$ cat config.mk
export PLATFORM = sky130hd
export DESIGN_NAME = seq_shift_add_mult
export DESIGN_NICKNAME = d
export VERILOG_FILES = /design/src/rtl/seq_mult_pkg.sv /design/src/rtl/seq_mult_rst_sync.sv /design/src/rtl/seq_mult_datapath.sv /design/src/rtl/seq_mult_ctrl.sv /design/src/rtl/seq_shift_add_mult.sv
export SDC_FILE = /design/constraint.sdc
export NUM_CORES = 1
export LEC_CHECK = 0
export BUFFER_PORTS_ARGS = -buffer_cell sky130_fd_sc_hd__buf_2
export CAP_MARGIN = 20
export CORE_UTILIZATION = 30
export CTS_CLUSTER_SIZE = 24
export DETAILED_ROUTE_END_ITERATION = 12
export PLACE_DENSITY = 0.58
export SETUP_SLACK_MARGIN = 0.05
export SKIP_CTS_REPAIR_TIMING = 1
export SYNTH_ARGS = -nofsm -noshare
export SYNTH_HDL_FRONTEND = slang
export SYNTH_SLANG_ARGS = --single-unit
export TNS_END_PERCENT = 10
$ cat constraint.sdc
create_clock -name clk -period 2.6 [get_ports clk]
set_input_delay 0.13 -clock clk [delete_from_list [all_inputs] [get_ports clk]]
set_output_delay 0.13 -clock clk [all_outputs]
set_load 0.02 [all_outputs]
$ cat src/rtl/seq_mult_pkg.sv
package seq_mult_pkg;
  typedef enum logic [1:0] {
    ST_IDLE = 2'd0,
    ST_RUN  = 2'd1,
    ST_DONE = 2'd2
  } mult_state_t;
endpackage

$ cat src/rtl/seq_mult_rst_sync.sv
module seq_mult_rst_sync #(
  parameter int STAGES = 2
) (
  input  logic clk,
  input  logic rst_n,
  output logic rst_sync_n
);
  logic [STAGES-1:0] chain;

  always_ff @(posedge clk or negedge rst_n) begin
    if (!rst_n) chain <= '0;
    else        chain <= {chain[STAGES-2:0], 1'b1};
  end

  assign rst_sync_n = chain[STAGES-1];
endmodule

$ cat src/rtl/seq_mult_datapath.sv
module seq_mult_datapath #(
  parameter int WIDTH = 8,
  localparam int PW = 2 * WIDTH
) (
  input  logic             clk,
  input  logic             rst_n,
  input  logic             load,
  input  logic             step,
  input  logic [WIDTH-1:0] a_in,
  input  logic [WIDTH-1:0] b_in,
  output logic [PW-1:0]    acc,
  output logic             mplier_zero
);
  logic [PW-1:0]    mcand_q, mcand_d;
  logic [WIDTH-1:0] mplier_q, mplier_d;
  logic [PW-1:0]    acc_d;

  always_comb begin
    mcand_d  = mcand_q;
    mplier_d = mplier_q;
    acc_d    = acc;
    if (load) begin
      mcand_d  = {{WIDTH{1'b0}}, a_in};
      mplier_d = b_in;
      acc_d    = '0;
    end else if (step) begin
      if (mplier_q[0]) acc_d = acc + mcand_q;
      mcand_d  = mcand_q << 1;
      mplier_d = mplier_q >> 1;
    end
  end

  always_ff @(posedge clk or negedge rst_n) begin
    if (!rst_n) begin
      mcand_q  <= '0;
      mplier_q <= '0;
      acc      <= '0;
    end else if (load || step) begin
      mcand_q  <= mcand_d;
      mplier_q <= mplier_d;
      acc      <= acc_d;
    end
  end

  assign mplier_zero = (mplier_q == '0);

  // each step halves the remaining multiplier
  p_mplier_halves_r4: assert property (@(posedge clk) disable iff (!rst_n)
    step |=> mplier_q == ($past(mplier_q) >> 1));

  // the multiplicand doubles without dropping bits while the multiplier is live
  p_mcand_doubles_r9: assert property (@(posedge clk) disable iff (!rst_n)
    step |=> mcand_q == {$past(mcand_q[PW-2:0]), 1'b0});

  // operand registers only move on load or step
  p_hold_r7: assert property (@(posedge clk) disable iff (!rst_n)
    (!load && !step) |=> ($stable(mcand_q) && $stable(mplier_q) && $stable(acc)));
endmodule

$ cat src/rtl/seq_mult_ctrl.sv
module seq_mult_ctrl
  import seq_mult_pkg::*;
(
  input  logic clk,
  input  logic rst_n,
  input  logic start,
  input  logic mplier_zero,
  output logic load,
  output logic step,
  output logic done
);
  mult_state_t state_q, state_d;

  always_comb begin
    state_d = state_q;
    unique case (state_q)
      ST_IDLE: if (start)       state_d = ST_RUN;
      ST_RUN:  if (mplier_zero) state_d = ST_DONE;
      ST_DONE: if (!start)      state_d = ST_IDLE;
      default:                  state_d = ST_IDLE;
    endcase
  end

  always_ff @(posedge clk or negedge rst_n) begin
    if (!rst_n) state_q <= ST_IDLE;
    else        state_q <= state_d;
  end

  assign load = (state_q == ST_IDLE) && !start;
  assign step = (state_q == ST_RUN) && !mplier_zero;
  assign done = (state_q == ST_DONE);

  // done persists while start is held
  p_done_hold_r5: assert property (@(posedge clk) disable iff (!rst_n)
    (done && start) |=> done);

  // dropping start releases done after one edge
  p_done_release_r6: assert property (@(posedge clk) disable iff (!rst_n)
    (done && !start) |=> !done);

  // an exhausted multiplier in the loop completes on the next edge
  p_loop_exit_r4: assert property (@(posedge clk) disable iff (!rst_n)
    (state_q == ST_RUN && mplier_zero) |=> done);
endmodule

$ cat src/rtl/seq_shift_add_mult.sv
module seq_shift_add_mult #(
  parameter int WIDTH = 8,
  localparam int PW = 2 * WIDTH
) (
  input  logic             clk,
  input  logic             rst_n,
  input  logic             start,
  input  logic [WIDTH-1:0] a_in,
  input  logic [WIDTH-1:0] b_in,
  output logic [PW-1:0]    product,
  output logic             done
);
  logic rst_sync_n;
  logic load, step, mplier_zero;

  seq_mult_rst_sync #(.STAGES(2)) u_rst (
    .clk        (clk),
    .rst_n      (rst_n),
    .rst_sync_n (rst_sync_n)
  );

  seq_mult_ctrl u_ctrl (
    .clk         (clk),
    .rst_n       (rst_sync_n),
    .start       (start),
    .mplier_zero (mplier_zero),
    .load        (load),
    .step        (step),
    .done        (done)
  );

  seq_mult_datapath #(.WIDTH(WIDTH)) u_dp (
    .clk         (clk),
    .rst_n       (rst_sync_n),
    .load        (load),
    .step        (step),
    .a_in        (a_in),
    .b_in        (b_in),
    .acc         (product),
    .mplier_zero (mplier_zero)
  );

  // the product is frozen while the result is presented and start is held
  p_product_frozen_r5: assert property (@(posedge clk) disable iff (!rst_sync_n)
    (done && start) |=> $stable(product));
endmodule

; Word-level counts from Yosys, hierarchy flattened
; Index checks and enable logic that the tools add are counted.
[word_totals]
register_bits = 44
latch_bits = 0
ramBits = 0
romBits = 0
in_bits = 19
output_inout_bits = 17
word_cells = 34
mem_count = 0
[classes]
n_addsub = 1
multipliers = 0
div_mod_pow = 0
order_cmp = 0
n_eq_ne = 5
n_shift = 0
muxes = 11
bitwise = 0
reduce_logical = 12
[ops]
columns = operator, count
row1 = 2-to-1 mux 16 bit, 5
row2 = adder 16 bit, 1
row3 = 2-to-1 mux 8 bit, 2
row4 = zero test 8 bit, 1
row5 = 2-to-1 mux 2 bit, 3
row6 = case mux 2 bit (3 select lines), 1
row7 = AND reduction 3 bit, 2
row8 = "!= test 2 bit, second input constant", 2
row9 = nonzero test 2 bit, 2
row10 = "equality test 2 x 1 -> 1 bit, second input constant", 1
row11 = "equality test 2 bit, second input constant", 1
row12 = logical AND 1 bit, 2
row13 = zero test 1 bit, 2
row14 = zero test 2 bit, 1
row15 = "!= test 2 x 1 -> 1 bit, second input constant", 1
row16 = AND reduction 2 bit, 1
row17 = logical OR 1 bit, 1

; Longest topological paths before layout
[logic_depth]
ltp_word = 5
depth_mapped = 9

; By module
; From an unflattened synthesis, not the netlist that was laid out.
[hier_totals]
cells_unflattened = 268
hier_area_um2 = 2528.7
[by_module_without_submodules]
columns = mod, n_inst, cells_each, area_each_um2, seq_area_each_um2
row1 = seq_mult_datapath, 1, 255, 2374.8, 1001.0
row2 = seq_mult_ctrl, 1, 10, 100.1, 50.0
row3 = seq_mult_rst_sync, 1, 3, 53.8, 50.0

; Worst setup path after synthesis
; Ideal clock, no wire load.
[synth_timing]
path_type = register to register
start = register u_dp.acc[0]
end = register u_dp.acc[14]
setup_time_ns = 0.127
t_arrival_ns = 2.169
required_time_ns = 2.473
path_slack_ns = 0.304
path_stages_with_launch = 10
path_buffers = 0
path_cell_list = dfrtp_1 -> ha_1 -> fa_1 -> a21o_1 -> a21oi_2 -> o21ai_1 -> a21oi_1 -> o311a_1 -> mux2i_1 -> nand3_1
[synth_via]
elab_chain_len = 4
[synth_rtl]
columns = element, line
row1 = from (decl), seq_mult_datapath.sv:11  ; output logic [PW-1:0] acc,
row2 = from (signal assigned), seq_mult_datapath.sv:37  ; acc <= '0;
row3 = from (signal assigned), seq_mult_datapath.sv:41  ; acc <= acc_d;
row4 = adder 16 bit, seq_mult_datapath.sv:27  ; if (mplier_q[0]) acc_d = acc + mcand_q;
row5 = 2-to-1 mux 16 bit, seq_mult_datapath.sv:27
row6 = 2-to-1 mux 16 bit, seq_mult_datapath.sv:26  ; end else if (step) begin
row7 = 2-to-1 mux 16 bit, seq_mult_datapath.sv:22  ; if (load) begin
; Every way passes these cells. The select of a mux whose other input is x is not followed.
; A chain may end at the register's enable or synchronous reset.

; Worst setup path after layout
; Same ends and word-level chain as after synthesis.

==> run summary <==
The run finished with clean final reports. By count the netlist is led by sky130_fd_sc_hd__dfrtp_1 (44), sky130_fd_sc_hd__nand2_1 (41), sky130_fd_sc_hd__nor2_1 (20), sky130_fd_sc_hd__o21ai_0 (20), sky130_fd_sc_hd__mux2i_1 (19). The first-pass GRT wire length is 9070 µm. The most used flip-flop cell after synthesis is sky130_fd_sc_hd__dfrtp_1. The clock insertion delay at the later pin of the skew report came out at 0.31 ns. The routed wirelength normalized by instance count is 13.7 µm. The worst reg-to-reg path cell count came out at 9.

The number of max-cap violations is 0. In this run the remaining antenna-violating nets after routing total 0. The synthesized design spends more area on one cell type than any other, namely sky130_fd_sc_hd__dfrtp_1. Detailed placement finished with a half-perimeter wire length of 3990 µm. The leakage power is 1.47 nW.

The number of enable-type register cells in the synthesized netlist came out at 0. The initial detailed-routing violation count came out at 94. The post-synthesis cell area came out at 2490 µm². In this run the worst hold path is classified as in2reg.

The worst slack after detailed placement came out at 0.196 ns. Sorting the synthesized cells by area gives the leading types as sky130_fd_sc_hd__dfrtp_1 (44%), sky130_fd_sc_hd__mux2i_1 (7.6%), sky130_fd_sc_hd__ha_1 (7.5%), sky130_fd_sc_hd__nand2_1 (6.2%), sky130_fd_sc_hd__o21ai_0 (4.0%). Of the total power, the share spent switching nets is 0.442. Across the routed clock network, the largest skew measured is 0.0101 ns. The achievable clock frequency came out at 0.423 GHz. The portion of total power attributed to the clock network came out at 0.150. The slew at the pin closest to its max-slew limit came out at 0.909 ns. TritonCTS built the clock tree. Setup repair after global routing left no endpoint under its margin. The portion of total power attributed to combinational logic came out at 0.526. The number of antenna violations at the first check in global routing came out at 0. The required time of the worst setup path came out at 2.80 ns.

The minimum setup slack among reg-to-reg paths came out at 0.24 ns. The count of endpoints failing hold in the final timing report is 0. Overall power consumption after layout is estimated at 3.64 mW.

The number of warning messages in the yosys log is 0. Adding up every negative setup slack in the final design gives 0 ns. The cell count after synthesis came out at 259. The count of buffers from port buffering came out at 35. The fraction of final layout cells with drive strength greater than 1 is 0.200. The number of stages on the worst hold path is 3.

The core region is 7890 µm². The worst flop-to-flop path startpoint is u_dp.acc[0]. The number of global-route vias before repair came to 1903. The register share of total power came out at 0.324. The per-instance average area after synthesis is 9.62 µm².

The register clock-pin slew on the reported worst setup and hold paths came out at 0.10 ns. The clock tree root buffer cell is sky130_fd_sc_hd__clkbuf_8. The worst setup path is captured at a flip-flop. The number of core rows is 32. The maximum resistive drop on vdd came out at 0.414 mV. The share of the cycle needed by the critical path after routing is 0.909.

The worst slew margin relative to its limit came out at 0.394. The switching power is 1.61 mW. Relative to the synthesized area, the layout overhead comes to 17.3%. The startpoint kind of the worst setup timing path is a flip-flop. The signal arrival time at the worst endpoint is 2.57 ns. The number of nets in the layout came out at 334. Dividing total power by cell area gives a power density of 1250 nW/µm². The die outline height came out at 93.2 µm. The final number of setup-violating endpoints is 0. The clock tree synthesis step divided the H-tree into 2 levels. The residual overflow from global routing came out at 0. The iteration count of the initial detailed-routing pass came out at 4.

The largest fanout on the critical path came out at 3. In this run the critical register-to-register path is captured at u_dp.acc[14]. Clock tree synthesis inserted a total of 5 buffers.

The share of Yosys cell area claimed by the top area cell type came out at 0.442. After synthesis, the netlist uses 44 different library cells. The number of synthesized register bits came out at 44. The number of clock sinks seen by CTS came out at 44. The minimum period implied by the final worst setup slack is 2.36 ns. The internal cell power is 2.03 mW. The DRC violations left came out at 0. In this run the horizontal extent of the chip is 93.2 µm. The number of nets in the synthesized netlist came out at 294.

The total inserted antenna cells is 0. The type of the setup path with the least slack is reg2reg. The starting density of the core came out at 0.316.

No sink is reached through more buffers than the 2 on the longest clock path. The number of slew-limit violations in the final report came out at 0. For hold timing, the worst endpoint is u_dp.mplier_q[7]. The most common cell in the synthesized netlist is sky130_fd_sc_hd__dfrtp_1. In the routed layout, each cell is associated on average with a via count of 4.89. The via count is 1967. The boundary pin count is 36. The fraction of the yosys area taken by sequential cells came out at 0.442. Across every metal layer, demand over resource in global routing totals 0.134.

The die covers 8680 µm². Entering global routing, the biggest net connects 43 pins. The startpoint of the worst hold path is b_in[7]. At the end of routability-driven placement, the weighted congestion stood at 0.803.

The worst-case setup margin in the final layout is 0.236 ns. The post-synthesis async set-or-reset flop share came out at 1.00. Wires add up to 5510 µm.
## state kept, by name (all words and copies together) (netlist names)
| name | cells |
|---|---|
| u_dp.mcand_q | 16 |
| u_dp.acc | 16 |
| u_rst.chain | 2 |
| u_ctrl.state_q | 2 |
| u_dp.mplier_q | 8 |
## critical path, cell delays in order (launching register included)
cell                      delay [ns]
sky130_fd_sc_hd__dfrtp_1        0.41
sky130_fd_sc_hd__ha_1           0.23
sky130_fd_sc_hd__fa_1           0.41
sky130_fd_sc_hd__a21o_1         0.22
sky130_fd_sc_hd__a21oi_2        0.20
sky130_fd_sc_hd__o21ai_1        0.08
sky130_fd_sc_hd__a21oi_1        0.22
sky130_fd_sc_hd__o311a_1        0.21
sky130_fd_sc_hd__mux2i_1        0.19
sky130_fd_sc_hd__nand3_1        0.09
## layout make-up
class,instances,area [µm²]
clock buffers,5,68.8
clock inverters,3,42.5
fillers,806,4960
inverters,5,18.8
multi-input cells,202,1340
flip-flops and latches,44,1100
well taps,102,128
repair buffers,41,223
## cell families after synthesis
kind of cell               count (synthesis)  synth area share
AOI/OAI and AO/OA                         66             0.164
xor gates and xnor gates                  11            0.0387
adders and majority gates                 16            0.0833
buffers and inverters                     13            0.0246
DFF                                       44             0.442
muxes                                     19            0.0763
other                                      1           0.00150
and+or+nand+nor                           89             0.170
## power by group through the flow
stage                     Clock [mW]  Combinational (mW)  Sequential (mW)
after floorplan                    0                1.39             1.25
after global placement             0                1.89             1.19
after detailed placement           0                1.91             1.20
after CTS                      0.556                1.92             1.19
after global routing           0.582                2.13             1.22
final                          0.546                1.92             1.18
## worst max path at each step
stage,start,to,slack [ns],depth (start not counted)
after floorplan,u_dp.acc[0],u_dp.acc[14],0.30,9
after global placement,u_dp.acc[0],u_dp.acc[12],0.27,9
after detailed placement,u_dp.acc[0],u_dp.acc[10],0.20,9
after CTS,u_dp.acc[0],u_dp.acc[10],0.19,9
after global routing,u_dp.acc[0],u_dp.acc[14],0.05,9
final,u_dp.acc[0],u_dp.acc[14],0.24,9
## cells in the final DEF (no fill, tap or decap), types with 11 or more instances in the layout
cell type                 count
sky130_fd_sc_hd__a21oi_1     11
sky130_fd_sc_hd__buf_2       35
sky130_fd_sc_hd__dfrtp_1     43
sky130_fd_sc_hd__ha_1        15
sky130_fd_sc_hd__mux2i_1     19
sky130_fd_sc_hd__nand2_1     41
sky130_fd_sc_hd__nor2_1      20
sky130_fd_sc_hd__o21ai_0     20
## stage by stage
stage / hold WS [ns] / utilization / instance area [µm²] / cells
after global routing: 0.0210 / 0.371 / 2920 / 402
after CTS: -0.416 / 0.369 / 2910 / 401
after floorplan: -0.166 / - / 2490 / 259
after detailed placement: -0.0808 / 0.355 / 2800 / 393
final: 0.0126 / 0.371 / 2920 / 402
after global placement: -0.0832 / 0.355 / 2800 / 393
## routing by layer
layer / global-route usage / routed length [µm]
met2: 0.203 / 2520
met1: 0.182 / 2690
met3: 0.0325 / 224
met5: 0 / 0
met4: 0.0526 / 74
No activity file was read; power rests on OpenSTA's default activity.
